### config.mk
export PLATFORM = sky130hd
export DESIGN_NAME = addr_xlate
export DESIGN_NICKNAME = d
export VERILOG_FILES = /design/src/rtl/xlate_pkg.sv /design/src/rtl/xlate_seg_decode.sv /design/src/rtl/xlate_tlb_entry.sv /design/src/rtl/xlate_hit_select.sv /design/src/rtl/addr_xlate.sv
export SDC_FILE = /design/constraint.sdc
export NUM_CORES = 2
export LEC_CHECK = 0
export BUFFER_PORTS_ARGS = -buffer_cell sky130_fd_sc_hd__buf_2
export CAP_MARGIN = 20
export CORE_AREA = 4 4 342 344
export CTS_BUF_LIST = sky130_fd_sc_hd__clkbuf_4 sky130_fd_sc_hd__clkbuf_8
export CTS_CLUSTER_DIAMETER = 40
export DETAILED_ROUTE_END_ITERATION = 6
export DIE_AREA = 0 0 346 348
export GPL_ROUTABILITY_DRIVEN = 0
export PLACE_DENSITY = 0.72
export SYNTH_ARGS = -nofsm -noshare
export SYNTH_HDL_FRONTEND = slang
export SYNTH_SLANG_ARGS = --single-unit
### constraint.sdc
create_clock -name clk -period 7.95 [get_ports clk]
set_input_delay 1.1925 -clock clk [delete_from_list [all_inputs] [get_ports clk]]
set_output_delay 1.1925 -clock clk [all_outputs]
set_load 0.02 [all_outputs]
### src/rtl/xlate_pkg.sv
// Package: shared encodings for the address translator.
// Assumes a 32-bit virtual space split into eight 512 MB regions by bits 31:29.
package xlate_pkg;

    // Result classification returned with every lookup
    typedef enum logic [2:0] {
        XR_MATCH    = 3'd0,
        XR_BADADDR  = 3'd1,
        XR_NOMATCH  = 3'd2,
        XR_INVALID  = 3'd3,
        XR_DIRTY    = 3'd4
    } xl_res_e;

    // Privilege level as presented on lk_mode
    typedef enum logic [1:0] {
        PM_KERNEL   = 2'd0,
        PM_SUPER    = 2'd1,
        PM_USER     = 2'd2,
        PM_USER_ALT = 2'd3
    } priv_e;

    // Segment kind decoded from the top address bits
    typedef enum logic [2:0] {
        SEG_LOW_MAP,
        SEG_KDIR_CACHED,
        SEG_KDIR_UNCACHED,
        SEG_SUPER_MAP,
        SEG_KERN_MAP
    } seg_e;

endpackage

### src/rtl/xlate_seg_decode.sv
// Segment decoder: classifies the virtual address by region, applies the
// privilege rule of that region, and computes the direct translation for
// regions that bypass the buffer. Assumes VA_W is 32 (regions use bits 31:29).
module xlate_seg_decode
    import xlate_pkg::*;
#(
    parameter int VA_W = 32,
    parameter int PA_W = 32
) (
    input  logic [VA_W-1:0] vaddr,
    input  logic [1:0]      mode,
    input  logic            errlvl,
    output logic            allowed,
    output logic            use_tlb,
    output logic [PA_W-1:0] direct_paddr
);

    localparam int REGION_LSB = VA_W - 3;

    seg_e  seg;
    priv_e pm;
    logic  is_kernel;
    logic  is_super;

    assign pm        = priv_e'(mode);
    assign is_kernel = (pm == PM_KERNEL);
    assign is_super  = (pm == PM_SUPER);

    // Region classification from the three top address bits
    always_comb begin
        unique case (vaddr[VA_W-1:REGION_LSB])
            3'd4:    seg = SEG_KDIR_CACHED;
            3'd5:    seg = SEG_KDIR_UNCACHED;
            3'd6:    seg = SEG_SUPER_MAP;
            3'd7:    seg = SEG_KERN_MAP;
            default: seg = SEG_LOW_MAP;
        endcase
    end

    // Privilege gate, buffer use and direct address per region
    always_comb begin
        allowed      = 1'b0;
        use_tlb      = 1'b0;
        direct_paddr = '0;
        unique case (seg)
            SEG_LOW_MAP: begin
                allowed = 1'b1;
                use_tlb = !errlvl;
                if (errlvl) direct_paddr = PA_W'(vaddr);
            end
            SEG_KDIR_CACHED, SEG_KDIR_UNCACHED: begin
                allowed      = is_kernel;
                direct_paddr = PA_W'(vaddr[REGION_LSB-1:0]);
            end
            SEG_SUPER_MAP: begin
                allowed = is_kernel || is_super;
                use_tlb = 1'b1;
            end
            default: begin
                allowed = is_kernel;
                use_tlb = 1'b1;
            end
        endcase
    end

endmodule

### src/rtl/xlate_tlb_entry.sv
// One buffer entry: holds a page-pair tag, identifier, global flag and two
// page halves packed as {pfn, valid, dirty}. Compares itself against the
// lookup and presents the half chosen by the page-select bit.
// Assumes the write select is already decoded for this entry.
module xlate_tlb_entry #(
    parameter int TAG_W  = 19,
    parameter int ASID_W = 8,
    parameter int HALF_W = 22
) (
    input  logic              clk,
    input  logic              rst_n,
    input  logic              wr_sel,
    input  logic [TAG_W-1:0]  wr_tag,
    input  logic [ASID_W-1:0] wr_asid,
    input  logic              wr_global,
    input  logic [HALF_W-1:0] wr_even,
    input  logic [HALF_W-1:0] wr_odd,
    input  logic [TAG_W-1:0]  lk_tag,
    input  logic [ASID_W-1:0] lk_asid,
    input  logic              lk_odd,
    output logic              hit,
    output logic [HALF_W-1:0] half_out
);

    logic              used_q;
    logic [TAG_W-1:0]  tag_q;
    logic [ASID_W-1:0] asid_q;
    logic              glob_q;
    logic [HALF_W-1:0] even_q;
    logic [HALF_W-1:0] odd_q;

    // Entry storage: cleared by reset, replaced when selected for writing
    always_ff @(posedge clk) begin
        if (!rst_n) begin
            used_q <= 1'b0;
            tag_q  <= '0;
            asid_q <= '0;
            glob_q <= 1'b0;
            even_q <= '0;
            odd_q  <= '0;
        end else if (wr_sel) begin
            used_q <= 1'b1;
            tag_q  <= wr_tag;
            asid_q <= wr_asid;
            glob_q <= wr_global;
            even_q <= wr_even;
            odd_q  <= wr_odd;
        end
    end

    // Tag and identifier compare, then pick the addressed half
    always_comb begin
        hit      = used_q && (tag_q == lk_tag) && (glob_q || (asid_q == lk_asid));
        half_out = lk_odd ? odd_q : even_q;
    end

endmodule

### src/rtl/xlate_hit_select.sv
// Priority selector: among all hitting entries, forwards the page half of
// the lowest-indexed one. Assumes half_bus holds entry i at slice i.
module xlate_hit_select #(
    parameter int ENTRIES = 16,
    parameter int HALF_W  = 22
) (
    input  logic [ENTRIES-1:0]        hit_vec,
    input  logic [ENTRIES*HALF_W-1:0] half_bus,
    output logic                      any_hit,
    output logic [HALF_W-1:0]         sel_half
);

    // Scan from the top so that the lowest hitting index is written last
    always_comb begin
        sel_half = '0;
        for (int i = ENTRIES - 1; i >= 0; i--) begin
            if (hit_vec[i]) sel_half = half_bus[i*HALF_W +: HALF_W];
        end
        any_hit = |hit_vec;
    end

endmodule

### src/rtl/addr_xlate.sv
// Address translator top: segment decode and privilege check, sixteen-entry
// paired-page buffer with indexed write port, and final classification into
// one of five result codes. Lookups are combinational; loads take effect at
// the clock edge. Assumes a 32-bit virtual space and 4 KB pages.
module addr_xlate
    import xlate_pkg::*;
#(
    parameter int VA_W      = 32,
    parameter int PA_W      = 32,
    parameter int PAGE_BITS = 12,
    parameter int ASID_W    = 8,
    parameter int ENTRIES   = 16,
    localparam int IDX_W    = $clog2(ENTRIES),
    localparam int TAG_W    = VA_W - PAGE_BITS - 1,
    localparam int PFN_W    = PA_W - PAGE_BITS
) (
    input  logic              clk,
    input  logic              rst_n,
    input  logic [VA_W-1:0]   lk_vaddr,
    input  logic              lk_write,
    input  logic [1:0]        lk_mode,
    input  logic              lk_errlvl,
    input  logic [ASID_W-1:0] lk_asid,
    input  logic              tw_en,
    input  logic [IDX_W-1:0]  tw_idx,
    input  logic [TAG_W-1:0]  tw_vpn2,
    input  logic [ASID_W-1:0] tw_asid,
    input  logic              tw_global,
    input  logic [PFN_W-1:0]  tw_pfn_even,
    input  logic              tw_valid_even,
    input  logic              tw_dirty_even,
    input  logic [PFN_W-1:0]  tw_pfn_odd,
    input  logic              tw_valid_odd,
    input  logic              tw_dirty_odd,
    output logic [PA_W-1:0]   xl_paddr,
    output logic              xl_writable,
    output logic [2:0]        xl_result
);

    localparam int HALF_W = PFN_W + 2;

    logic                      seg_allowed;
    logic                      seg_use_tlb;
    logic [PA_W-1:0]           seg_direct;
    logic [HALF_W-1:0]         wr_even;
    logic [HALF_W-1:0]         wr_odd;
    logic [ENTRIES-1:0]        hit_vec;
    logic [ENTRIES*HALF_W-1:0] half_bus;
    logic                      any_hit;
    logic [HALF_W-1:0]         sel_half;
    logic [PFN_W-1:0]          sel_pfn;
    logic                      sel_valid;
    logic                      sel_dirty;
    xl_res_e                   res;

    xlate_seg_decode #(
        .VA_W (VA_W),
        .PA_W (PA_W)
    ) u_seg (
        .vaddr        (lk_vaddr),
        .mode         (lk_mode),
        .errlvl       (lk_errlvl),
        .allowed      (seg_allowed),
        .use_tlb      (seg_use_tlb),
        .direct_paddr (seg_direct)
    );

    assign wr_even = {tw_pfn_even, tw_valid_even, tw_dirty_even};
    assign wr_odd  = {tw_pfn_odd,  tw_valid_odd,  tw_dirty_odd};

    for (genvar e = 0; e < ENTRIES; e++) begin : g_entry
        xlate_tlb_entry #(
            .TAG_W  (TAG_W),
            .ASID_W (ASID_W),
            .HALF_W (HALF_W)
        ) u_ent (
            .clk       (clk),
            .rst_n     (rst_n),
            .wr_sel    (tw_en && (tw_idx == IDX_W'(e))),
            .wr_tag    (tw_vpn2),
            .wr_asid   (tw_asid),
            .wr_global (tw_global),
            .wr_even   (wr_even),
            .wr_odd    (wr_odd),
            .lk_tag    (lk_vaddr[VA_W-1:PAGE_BITS+1]),
            .lk_asid   (lk_asid),
            .lk_odd    (lk_vaddr[PAGE_BITS]),
            .hit       (hit_vec[e]),
            .half_out  (half_bus[e*HALF_W +: HALF_W])
        );
    end

    xlate_hit_select #(
        .ENTRIES (ENTRIES),
        .HALF_W  (HALF_W)
    ) u_sel (
        .hit_vec  (hit_vec),
        .half_bus (half_bus),
        .any_hit  (any_hit),
        .sel_half (sel_half)
    );

    assign {sel_pfn, sel_valid, sel_dirty} = sel_half;

    // Classification: privilege, bypass, miss, invalid, dirty, then success
    always_comb begin
        xl_paddr    = '0;
        xl_writable = 1'b0;
        res         = XR_MATCH;
        if (!seg_allowed) begin
            res = XR_BADADDR;
        end else if (!seg_use_tlb) begin
            xl_paddr    = seg_direct;
            xl_writable = 1'b1;
        end else if (!any_hit) begin
            res = XR_NOMATCH;
        end else if (!sel_valid) begin
            res = XR_INVALID;
        end else if (lk_write && !sel_dirty) begin
            res = XR_DIRTY;
        end else begin
            xl_paddr    = {sel_pfn, lk_vaddr[PAGE_BITS-1:0]};
            xl_writable = sel_dirty;
        end
        xl_result = res;
    end

endmodule

### Word level (Yosys, flattened, before mapping)

Index checks and enable logic that the tools add are counted.

* logic and storage cells: 276
* bits of input ports: 123
* register bits after elaboration: 1168
* output and inout port bits: 36

* muxes and demuxes: 52
* eq/ne operators: 55
* reductions and logical operators: 73

Operators by type and width (number)
* $mux 22: 32
* $eq 19x19->1: 16
* $mux 32: 6
* $eq 8x8->1: 16
* $pmux 32 s2: 1
* $logic_and 1x1->1: 49
* $eq 4x4->1 const B: 8
* $logic_or 1x1->1: 17
* $eq 4x3->1 const B: 4
* $reduce_or 16->1: 1
* $mux 3: 5
* $eq 3x3->1 const B: 4
* $pmux 3 s4: 1
* $eq 4x2->1 const B: 2
* $eq 3x2->1 const B: 2
* $mux 1: 5
* $eq 4x1->1 const B: 1
* $logic_not 4->1: 1
* $pmux 1 s2: 2
* $eq 3x1->1 const B: 1
* $logic_not 3->1: 1
* $eq 2x1->1 const B: 1
* $logic_not 1->1: 2
* $logic_not 2->1: 1
* $reduce_or 2->1: 1

### Depth between registers and ports, before layout

* word-level depth: 26
* mapped depth: 14
* gate-level depth less buffers: 10

### Hierarchy

Synthesis repeated with hierarchy kept, for this count alone.

* cells, all modules: 5250
* area total of the unflattened synthesis: 56724.4 µm²

By module, submodules not included
* xlate_tlb_entry: sequential area each 1461.4 µm², cells each 295, times used 16, area each 3306.9 µm²
* xlate_hit_select: sequential area each 0.0 µm², cells each 407, times used 1, area each 2791.4 µm²
* addr_xlate: sequential area each 0.0 µm², cells each 77, times used 1, area each 585.6 µm²
* xlate_seg_decode: sequential area each 0.0 µm², cells each 46, times used 1, area each 436.7 µm²

### Least setup slack after synthesis

OpenSTA, ideal clock, no wires.

* kind: input -> output
* start: in lk_vaddr[25]
* end: out xl_paddr[15]
* data required time: 6.758 ns
* arrival time: 4.262 ns
* path buffers: 4
* path slack: 2.496 ns
* stages: 14
* cell sequence: buf_2 buf_2 xnor2_1 nand4_1 or3_1 nor4_1 buf_2 buf_4 nand2_1 o311ai_0 o21ai_0 o211ai_1 a41oi_1 nor4_1

* cells in the longest elaborated chain, start to end: 26
* elaborated cells between the ends (all ways): 72
* classes of those cells: eq/ne (16); mux (21); reduce/logical (35)

Ends and longest elaborated chain
* start: declaration: line addr_xlate.sv:19 `input logic [VA_W-1:0] lk_vaddr,`
* $eq 19x19->1: line xlate_tlb_entry.sv:53 `hit = used_q && (tag_q == lk_tag) && (glob_q || (asid_q == lk_asid));`
* $logic_and 1x1->1 (2 in a row): line xlate_tlb_entry.sv:53
* $mux 22 (16 in a row): line xlate_hit_select.sv:17 `if (hit_vec[i]) sel_half = half_bus[i*HALF_W +: HALF_W];`
* $logic_not 1->1: line addr_xlate.sv:119 `end else if (lk_write && !sel_dirty) begin`
* $logic_and 1x1->1: line addr_xlate.sv:119
* $mux 32: line addr_xlate.sv:119
* $mux 32: line addr_xlate.sv:117 `end else if (!sel_valid) begin`
* $mux 32 *: line addr_xlate.sv:115 `end else if (!any_hit) begin`
* $mux 32 *: line addr_xlate.sv:112 `end else if (!seg_use_tlb) begin`
* $mux 32 *: line addr_xlate.sv:110 `if (!seg_allowed) begin`
* end: declaration: line addr_xlate.sv:35 `output logic [PA_W-1:0] xl_paddr,`

Mark *: on every way between the ends. The rest lies on a longest branch, timed or not.

### Worst setup path after layout

* start: in lk_vaddr[14]
* end: out xl_paddr[14]

* cells in the longest elaborated chain, start to end: 26
* elaborated cells between the ends (all ways): 74
* classes of those cells: eq/ne (16); mux (23); reduce/logical (35)

Ends and longest elaborated chain (line)
* $eq 19x19->1: xlate_tlb_entry.sv:53
* $logic_and 1x1->1 (2 in a row): xlate_tlb_entry.sv:53
* $mux 22 (16 in a row): xlate_hit_select.sv:17
* $logic_not 1->1: addr_xlate.sv:119
* $logic_and 1x1->1: addr_xlate.sv:119
* $mux 32: addr_xlate.sv:119
* $mux 32: addr_xlate.sv:117
* $mux 32: addr_xlate.sv:115
* $mux 32 *: addr_xlate.sv:112
* $mux 32 *: addr_xlate.sv:110

Marked as above.

==> impl_results.md <==
- Vias in the first global route: 47400
- Max_cap viols: 0
- Initial antenna violation count: 11
- Hold Startpoint: g_entry[14].u_ent.odd_q[13]
- Hold Path End: g_entry[14].u_ent.odd_q[13]
- Reg2Reg Setup Slack: 7200 ps
- Met2 WL post-DR: 87.0 mm
- Gr usage total: 31.6%
- Hold Path Stages: 2
- Worst Path Required: 6760 ps
- Postcts setup bufs: 0
- Post-Synth Simple-Gate Area: 20.8%
- Final worst-path cycle share: between 90 and 100%
- Post-Syn Nets: 7099
- Longest Clk Path Bufs: 3
- Max stage delay cell, worst path: nor4_1
- DRT met1 WL: 77.5 mm
- YS warnings: 0
- Boundary pin count: between 150 and 200
- FMAX: 0.134 GHz
- Avg Cell Area, Syn: 8.10 sq um
- Final setup viols: 0
- Wire length on met3: 21.1 mm
- FFs w/ async S/R, synth: 0%
- Pint: 9.61 mW
- Synth Cell Area: 56500 sq um
- LEAKAGE: between 20 and 25 nW
- Adder-Cell Fraction of Synth Area: 0%
- PwrDens: 208 nW/um^2
- EDFF count, synth: 0
- Nets@finish: between 6000 and 7000
- First-pass iteration count of the detailed router: 7
- Sequential-to-total area share from yosys stat: 41.4%
- Grt ovf: 0
- Compound-Gate Fraction of Synth Area: 20.4%
- Post-Syn Instances: 6976
- Port Buffer Count: 158
- Crit path DAT: 6240 ps
- Yosys reg bits: 1168
- DR DRC count: 4
- Die area: 120000 sq um
- Antenna-violating nets left: 0
- Switching Share: about a quarter
- Via count: 50300
- FP Rows: 124
- DR WL/cell: 23.5 um
- Combinational fraction of design power: 7.8%
- HPWL Detailed: 124 mm
- Worst-path clk slew: 50 ps
- Crit-path cells: buf_2 > xnor2_1 > nand4_1 > or3_1 > nor3_1 > a32o_1 > a31oi_1 > o311ai_1 > o311a_1 > a21oi_4 > buf_4 > nor4_1 > buf_2
- P&R area growth vs syn: 9.65%
- Worst-Margin Slew: 1220 ps
- Highest metal used: met5
- Fin cells: 8445
- Core footprint: 114000 sq um
- Max Slew Vio Count: 0
- Synth Area in XOR/XNOR: 6.70%
- CTS buffer count: 193
- CTS tree: done
- Crit path max fanout: 31
- CP max stage delay: 1010 ps
- Terminus of the critical flop-to-flop path: g_entry[3].u_ent.asid_q[4]
- H-tree levels: 4
- Hold WS: roughly 460 ps
- Cell Area, Placed: between 50000 and 60000 sq um
- CP most frequent cell: buf_2
- Final Hold Violating Endpoints: 0
- Starting Density: 49.6%
- Worst hold path type: reg2reg
- Clk root buf: clkbuf_8
- Predominant post-synthesis flop cell: dfxtp_1
- Worst reg2reg path startpoint: g_entry[3].u_ent.asid_q[4]
- Cell variety after synth: 70
- Share of layout cells above drive strength 1: 11.2%
- Setup Skew: 0 ps
- Setup Crit Path Kind: in2out
- Status: complete, but fails checks
- Post-synthesis mux area share: 5.82%
- Min cycle time layout: 7440 ps
- Multi-input logic area: 30500 sq um
- Setup_tns: 0 ps
- Pin count of the biggest net entering global routing: 283
- # fillers: 10300
- Die width: ~350 um
- Post-CTS resize count: 0
- Psw: 3.29 mW
- Total Wirelength: 199 mm
- Relative slew margins: 18.9%
- Starting DRT DRC Count: between 5000 and 6000
- Vias/cell: 5.95
- Peak supply drop: 0.153 mV
- FF+latch area: 23400 sq um
- Hold Buf Count CTS: 0
- First-pass GRT wire length: 294 mm
- Failing checks: design-rule violations
- Final instance area: 61900 sq um
- RSZ-0062 raised after global routing: no
- Critical Path End Type: primary output
- Die height: 348 um
- Clk pwr share: 45.8%
- Main combinational cell family by area after synthesis: simple AND/OR/NAND/NOR gates
- Clk_lat worst skew: just under 900 ps
- CTS Sinks: 1168
- Flop pwr share: ~46%
- Reg2Reg Depth: 2
- Placed cells: 8081
- Crit path launch type: input pin
## layer usage
metal	track usage, %	up-vias
met5	0	-
met2	49.3	2752
li1	-	22900
met3	6.58	723
met1	40.5	23800
met4	18.7	4
## worst max path at each step
stage,slack [ps],depth (start not counted),end,startpoint
finish,510,13,xl_paddr[14],lk_vaddr[14]
global route,390,12,xl_paddr[25],lk_vaddr[17]
CTS,730,13,xl_paddr[20],lk_vaddr[14]
detailed placement,710,15,xl_paddr[20],lk_asid[2]
global placement,730,13,xl_paddr[20],lk_vaddr[17]
floorplan,2500,14,xl_paddr[15],lk_vaddr[25]
## power by group through the flow
stage / Sequential (mW) / Clock [mW] / Combinational [mW]
after detailed placement: 6.10 / 0 / 0.976
after CTS: 5.97 / 5.94 / 0.978
after floorplan: 6.09 / 0 / 0.649
final: 5.97 / 5.91 / 1.01
after global routing: 5.98 / 6.20 / 1.05
after global placement: 6.10 / 0 / 0.968
## flip-flops by register name, indices dropped and copies added (netlist names)
signal and count:
g_entry.u_ent.tag_q 304, g_entry.u_ent.used_q 16, g_entry.u_ent.odd_q 352, g_entry.u_ent.asid_q 128
g_entry.u_ent.glob_q 16, g_entry.u_ent.even_q 352
## placed cells by master, fill, tap and decap left out, types with 21 or more instances in the layout
cell type	count
buf_4	99
o221ai_1	67
mux2_2	75
nand3_1	30
nand2b_1	21
clkbuf_8	258
nor4_1	93
nand4_1	90
a211oi_1	21
mux2i_1	244
o21ai_0	48
o211ai_1	22
buf_2	157
nand2_1	2378
xnor2_1	187
nor2_1	67
nor2b_1	27
a221oi_1	37
a21boi_0	1153
xor2_1	245
clkbuf_4	65
a21oi_1	69
dfxtp_1	1168
## cells in the mapped netlist, types with 7 or more instances
| cell type | instances | area, sq um |
|---|---|---|
| o311a_1 | 8 | 80.1 |
| or2_2 | 11 | 68.8 |
| buf_6 | 16 | 180 |
| a21boi_0 | 1153 | 8660 |
| and3_1 | 10 | 62.6 |
| nand4_1 | 90 | 563 |
| mux2i_1 | 244 | 2440 |
| o211ai_1 | 22 | 165 |
| o21ai_0 | 48 | 240 |
| buf_4 | 14 | 105 |
| buf_1 | 10 | 37.5 |
| nor3_1 | 17 | 85.1 |
| nor2b_1 | 28 | 175 |
| a221oi_1 | 37 | 324 |
| nand3_1 | 34 | 170 |
| or4_1 | 11 | 82.6 |
| a211o_1 | 7 | 61.3 |
| a21oi_1 | 69 | 345 |
| xnor2_1 | 187 | 1640 |
| nor2_1 | 80 | 300 |
| a41oi_1 | 7 | 61.3 |
| a211oi_1 | 21 | 158 |
| nor4b_1 | 14 | 123 |
| o221a_2 | 14 | 158 |
| nand2b_1 | 21 | 131 |
| inv_1 | 7 | 26.3 |
| xor2_1 | 245 | 2150 |
| nand4b_1 | 8 | 70.1 |
| o311ai_0 | 20 | 175 |
| o21a_1 | 17 | 128 |
| buf_2 | 66 | 330 |
| clkbuf_1 | 566 | 2120 |
| dfxtp_1 | 1168 | 23400 |
| o221ai_1 | 67 | 587 |
| a41o_1 | 7 | 70.1 |
| nand2_1 | 2387 | 8960 |
| mux2_2 | 75 | 845 |
| nor4_1 | 96 | 601 |
| a31oi_1 | 16 | 100 |
## worst max-delay path: cells and delay by family
| family | cells | cell delay (ps) |
|---|---|---|
| buffers and inverters | 3 | 1280 |
| AND/OR/NAND/NOR | 4 | 2280 |
| AO/OA/AOI/OAI | 5 | 1220 |
| XOR/XNOR | 1 | 220 |
## area by class of cell
class | instances | area share [%]
Multi-Input combinational cell | 5128 | 49.3
Inverter | 8 | 0.0485
Clock buffer | 323 | 6.52
Clock inverter | 30 | 0.531
Tap cell | 1512 | 3.05
Sequential cell | 1168 | 37.8
Timing Repair Buffer | 266 | 2.78
Antenna cell | 10 | 0.0404
## metrics by stage
step | setup slack [ps] | util [%] | power [mW]
after floorplan | 2500 | - | 6.74
after global placement | 725 | 50.5 | 7.07
after detailed placement | 711 | 50.5 | 7.08
after CTS | 726 | 54.4 | 12.9
after global routing | 394 | 54.4 | 13.2
final | 514 | 54.4 | 12.9
## logic make-up (layout without fill, tap and decap cells)
logic type             count (synthesis)  after routing
multiplexers                         319            319
flip-flops                          1168           1168
AND/OR/NAND/NOR                     2843           2843
buffers and inverters                680            627
AO/OA/AOI/OAI                       1534           1534
other                                  0             10
XOR/XNOR                             432            432
(Power assumes the default switching activity.)
